<file path="config.mk">
export PLATFORM = sky130hd
export DESIGN_NAME = wake_droop_pulser
export DESIGN_NICKNAME = d
export VERILOG_FILES = /design/src/rtl/wdp_pkg.sv /design/src/rtl/wdp_rst_sync.sv /design/src/rtl/wdp_arm_detect.sv /design/src/rtl/wdp_wake_osc.sv /design/src/rtl/wake_droop_pulser.sv
export SDC_FILE = /design/constraint.sdc
export NUM_CORES = 1
export LEC_CHECK = 0
export BUFFER_PORTS_ARGS = -buffer_cell sky130_fd_sc_hd__buf_4
export CORE_MARGIN = 1
export CORE_UTILIZATION = 43
export DETAILED_ROUTE_END_ITERATION = 8
export PLACE_DENSITY = 0.6
export REMOVE_ABC_BUFFERS = 1
export SLEW_MARGIN = 15
export SYNTH_ARGS = -nofsm -noshare
export SYNTH_HDL_FRONTEND = slang
export SYNTH_SLANG_ARGS = --single-unit
export TNS_END_PERCENT = 100
</file>
<file path="constraint.sdc">
create_clock -name clk -period 0.9 [get_ports clk]
set_clock_uncertainty 0.05 [all_clocks]
set_input_delay 0.09 -clock clk [delete_from_list [all_inputs] [get_ports clk]]
set_output_delay 0.09 -clock clk [all_outputs]
set_load 0.05 [all_outputs]
</file>
<file path="src/rtl/wdp_pkg.sv">
package wdp_pkg;

  // Width needed to hold values 0 .. n-1 (minimum one bit).
  function automatic int unsigned cnt_w(input int unsigned n);
    return (n < 2) ? 1 : $clog2(n);
  endfunction

endpackage

</file>
<file path="src/rtl/wdp_rst_sync.sv">
module wdp_rst_sync (
  input  logic clk,
  input  logic rst_n,
  output logic rst_sync_n
);
  logic [1:0] stage_q;

  // Asserts asynchronously, deasserts after two clock edges.
  always_ff @(posedge clk or negedge rst_n) begin
    if (!rst_n) stage_q <= 2'b00;
    else        stage_q <= {stage_q[0], 1'b1};
  end

  assign rst_sync_n = stage_q[1];
endmodule

</file>
<file path="src/rtl/wdp_arm_detect.sv">
module wdp_arm_detect #(
  parameter int unsigned ARM_TICKS = 5
) (
  input  logic clk,
  input  logic rst_n,
  input  logic wake_low_i,
  input  logic mask_i,
  output logic fire_o,
  output logic pcd_o
);
  localparam int unsigned CW = wdp_pkg::cnt_w(ARM_TICKS + 1);
  localparam logic [CW-1:0] ARM_LAST = CW'(ARM_TICKS - 1);

  logic          wl_q;
  logic [CW-1:0] cnt_q, cnt_d;
  logic          armed_q, armed_d;
  logic          pcd_q;
  logic          fire;

  // A rise seen while armed and not masked is a power cycle.
  assign fire = armed_q & ~wl_q & ~mask_i;

  always_comb begin
    cnt_d   = cnt_q;
    armed_d = armed_q;
    if (!mask_i) begin
      if (wl_q) begin
        if (cnt_q >= ARM_LAST) armed_d = 1'b1;
        else                   cnt_d   = cnt_q + 1'b1;
      end else begin
        cnt_d = '0;
        if (fire) armed_d = 1'b0;
      end
    end
  end

  always_ff @(posedge clk or negedge rst_n) begin
    if (!rst_n) begin
      wl_q    <= 1'b0;
      cnt_q   <= '0;
      armed_q <= 1'b0;
      pcd_q   <= 1'b0;
    end else begin
      wl_q    <= wake_low_i;
      cnt_q   <= cnt_d;
      armed_q <= armed_d;
      pcd_q   <= fire;
    end
  end

  assign fire_o = fire;
  assign pcd_o  = pcd_q;
endmodule

</file>
<file path="src/rtl/wdp_wake_osc.sv">
module wdp_wake_osc #(
  parameter int unsigned PULSE_TICKS  = 10,
  parameter int unsigned PERIOD_TICKS = 303
) (
  input  logic clk,
  input  logic rst_n,
  input  logic droop_i,
  input  logic fire_i,
  output logic drive_o,
  output logic mask_o
);
  // PULSE_TICKS must be below PERIOD_TICKS.
  localparam int unsigned PW = wdp_pkg::cnt_w(PERIOD_TICKS);
  localparam logic [PW-1:0] PH_LAST  = PW'(PERIOD_TICKS - 1);
  localparam logic [PW-1:0] PH_PULSE = PW'(PULSE_TICKS);

  logic          droop_q;
  logic          active_q, active_d;
  logic [PW-1:0] ph_q, ph_d;
  logic          drive_q, drive_d;
  logic          drive_d1_q;

  always_comb begin
    if (fire_i)       active_d = 1'b0;
    else if (droop_q) active_d = 1'b1;
    else              active_d = active_q;

    if (!active_d || !active_q) ph_d = '0;
    else if (ph_q == PH_LAST)   ph_d = '0;
    else                        ph_d = ph_q + 1'b1;

    drive_d = active_d && (ph_d < PH_PULSE);
  end

  always_ff @(posedge clk or negedge rst_n) begin
    if (!rst_n) begin
      droop_q    <= 1'b0;
      active_q   <= 1'b0;
      ph_q       <= '0;
      drive_q    <= 1'b0;
      drive_d1_q <= 1'b0;
    end else begin
      droop_q    <= droop_i;
      active_q   <= active_d;
      ph_q       <= ph_d;
      drive_q    <= drive_d;
      drive_d1_q <= drive_q;
    end
  end

  assign drive_o = drive_q;
  assign mask_o  = drive_q | drive_d1_q;
endmodule

</file>
<file path="src/rtl/wake_droop_pulser.sv">
module wake_droop_pulser #(
  parameter int unsigned ARM_TICKS    = 5,
  parameter int unsigned PULSE_TICKS  = 10,
  parameter int unsigned PERIOD_TICKS = 303
) (
  input  logic clk,
  input  logic rst_n,
  input  logic wake_low_i,
  input  logic droop_i,
  output logic pcd_o,
  output logic sample_vdd_o,
  output logic osc_reset_o,
  output logic wake_drive_o
);
  logic rst_sync_n;
  logic fire;
  logic mask;
  logic pcd;

  wdp_rst_sync u_rst (
    .clk        (clk),
    .rst_n      (rst_n),
    .rst_sync_n (rst_sync_n)
  );

  wdp_arm_detect #(.ARM_TICKS(ARM_TICKS)) u_det (
    .clk        (clk),
    .rst_n      (rst_sync_n),
    .wake_low_i (wake_low_i),
    .mask_i     (mask),
    .fire_o     (fire),
    .pcd_o      (pcd)
  );

  wdp_wake_osc #(.PULSE_TICKS(PULSE_TICKS), .PERIOD_TICKS(PERIOD_TICKS)) u_osc (
    .clk     (clk),
    .rst_n   (rst_sync_n),
    .droop_i (droop_i),
    .fire_i  (fire),
    .drive_o (wake_drive_o),
    .mask_o  (mask)
  );

  // One event drives all three strobes.
  assign pcd_o        = pcd;
  assign sample_vdd_o = pcd;
  assign osc_reset_o  = pcd;
endmodule

</file>
==> flow_summary.json <==
{
  "rows": 16,
  "start_kind": "flop",
  "area_growth_pct": 51.7,
  "final_max_slew_viol_count": 0,
  "path_buf_inv": 1,
  "grt_pass1_wl_um": 3530,
  "final.setup.worst_slack_ns": -0.810,
  "yosysWarnings": 0,
  "cts-buffers-inserted": 3,
  "n_antenna_cell": 0,
  "ys.flop_type": "dfrtp_1",
  "initialDrtViolationCount": 10,
  "ant_nets": 0,
  "crit_type": "flop to flop",
  "path_cells": "ha_4 > buf_6 > a32o_2 > a211oi_2 > nor4bb_2 > o221a_1",
  "setup_viol": 20,
  "netlist_instances": 91,
  "grt_max_degree": 20,
  "hold_viol": 0,
  "p_leak_uw": 0.000653,
  "place_ws_ns": -0.850,
  "h-tree-depth": 1,
  "fin_util": 0.721,
  "netlist_area_sq_um": 970,
  "fill_cells": 143,
  "die_y_um": 49.5,
  "hold_ws_ns": 0.0274,
  "fp.coreArea_sq_mm": 0.00204,
  "grt-ovfl-total": 0,
  "cts.path.max_buffers": 2,
  "hold_class": "input port to async pin",
  "dp_cells": 141,
  "fin_setup_tns_ns": -8.72,
  "drive_above_1_share": 0.539,
  "ff2ff_setup_slack_ns": -0.81,
  "synth_cell_type_count": 27,
  "totalWireLength_um": 2130,
  "rsz0062_at_grt": "yes",
  "clkTransAtPathRegs_ns": 0.12,
  "die_area_sq_mm": 0.00245,
  "drc": 0,
  "start_util": 0.475,
  "r2r_start": "u_osc.ph_q[1]",
  "status": "finished with violations",
  "grt_pass1_vias": 762,
  "wl_per_cell_um": 13.8,
  "fp.dieW_um": 49.5,
  "nets": 136,
  "cp_top_family": "compound AO/OA/AOI/OAI gates",
  "synth-seq-area-share": 0.542,
  "crit_slowest_cell": "dfrtp_2",
  "synth-edff-count": 0,
  "clock_latency_ns": 0.31,
  "dp_hpwl_um": 1320,
  "firstDrtPassIters": 4,
  "grt.total_usage": 0.195,
  "violations": "setup timing",
  "crit_path_end_kind": "flop",
  "ir_drop_v": 0.00196,
  "cts-root-buf": "clkbuf_4",
  "slowest_delay_ns": 0.48,
  "antenna_found_initial": 0,
  "critPathRequiredTime_ns": 1.05,
  "synthArstFlopShare": 1.00,
  "ios": 8,
  "cp_max_fo": 4,
  "fin_crit_ns": 1.71,
  "clock_sinks": 21,
  "cts_tree": "yes",
  "avgSynthCellArea_sq_um": 10.7,
  "r2r-end": "u_osc.drive_o",
  "vias": 757,
  "crit_arrival_ns": 1.86,
  "stdcell_count": 155,
  "power_density_mw_per_mm2": 3090,
  "port_buffers": 7,
  "max_clock_freq_mhz": 585,
  "ys_seq_elements": 21,
  "gp_congestion": 0.808,
  "vias_per_cell": 4.88,
  "cap_violations": 0,
  "reg2regPathDepth": 6,
  "period_share": 1.90
}
-- area by class of cell --
class,instances,area (sq um),area share
flip-flops and latches,21,528,0.359
clock buffers,3,22.5,0.0153
inverters,3,11.3,0.00765
multi-input cells,62,524,0.356
well taps,27,33.8,0.0230
clock inverters,1,5.00,0.00340
repair buffers,38,347,0.236
-- synth_stat cells, types with 2 or more instances --
| cell type | n | area [sq um] |
|---|---|---|
| a22oi_1 | 2 | 15.0 |
| dfrtp_1 | 21 | 526 |
| a21oi_1 | 4 | 20.0 |
| buf_2 | 2 | 10.0 |
| nand3_1 | 3 | 15.0 |
| o2bb2ai_1 | 2 | 17.5 |
| xnor2_1 | 5 | 43.8 |
| inv_1 | 3 | 11.3 |
| xor2_1 | 3 | 26.3 |
| buf_4 | 3 | 22.5 |
| ha_1 | 3 | 37.5 |
| nor3_2 | 2 | 20.0 |
| nor2_1 | 21 | 78.8 |
| nand2_1 | 4 | 15.0 |
-- state kept, by name, indices dropped and copies added, names as in the netlist --
| name | flops |
|---|---|
| u_det.wl_q | 1 |
| u_osc.drive_d1_q | 1 |
| u_det.armed_q | 1 |
| u_osc.active_q | 1 |
| u_det.pcd_o | 1 |
| u_rst.stage_q | 2 |
| u_det.cnt_q | 3 |
| u_osc.drive_o | 1 |
| u_osc.ph_q | 9 |
| u_osc.droop_q | 1 |
-- power breakdown --
group	leakage [uW]	total (uW)	switching [uW]	internal, uW
clock network	0.0000177	463	297	166
logic	0.000376	2540	1120	1420
registers	0.000259	1540	313	1220
-- metal layers --
metal  share of wire  routed length, um  vias to the layer above  global-route usage
met5               0                  0                        -                   0
met4           0.016                 34                        0              0.0857
met3           0.021                 44                        4              0.0370
met2            0.49               1040                       11               0.304
met1            0.48               1020                      365               0.264
li1                -                  -                      377                   -
-- metrics by stage --
step / total power, uW / cell area [sq um]
after floorplan: 2420 / 937
after global placement: 3080 / 1180
after detailed placement: 3140 / 1180
after CTS: 4290 / 1420
after global routing: 4830 / 1470
final: 4540 / 1470
-- logic make-up after synthesis --
group / after synthesis / share of synthesized area
other: 1 / 0.00387
XOR/XNOR: 8 / 0.0723
AO/OA/AOI/OAI: 12 / 0.102
buffers and inverters: 8 / 0.0452
AND/OR/NAND/NOR: 37 / 0.186
flip-flops: 21 / 0.542
multiplexers: 1 / 0.0103
adder cells (fa/ha/maj): 3 / 0.0387
-- layout by cell type, fill, tap and decap left out, drive strengths merged, types with 2 or more instances in the layout --
cell type and n:
ha 3, a21oi 4, a22oi 2, or2 2
xnor2 5, nor3 2, buf 35, o2bb2ai 2
dlygate4sd3 3, dfrtp 21, xor2 3, nor2 21
inv 3, nand2 5, clkbuf 3, nand3 4
-- worst max-delay path by stage --
stage | from | end | cells after the start
2_1_floorplan | u_osc.ph_q[0] | u_osc.drive_o | 6
3_3_place_gp | u_osc.ph_q[0] | u_osc.drive_o | 6
3_5_place_dp | u_osc.ph_q[0] | u_osc.drive_o | 6
4_1_cts | u_osc.ph_q[1] | u_osc.drive_o | 6
5_1_grt | u_osc.ph_q[1] | u_osc.drive_o | 6
6_report | u_osc.ph_q[1] | u_osc.drive_o | 6
-- timing repair --
item / in CTS / in global routing
endpoints found under the hold margin: 4 / 0
endpoints found under the setup margin: 20 / 20
hold buffers: 3 / 0
pin swaps: 15 / 9
resized for setup: 33 / 9
buffers inserted: 5 / 2
(Power assumes the default switching activity.)
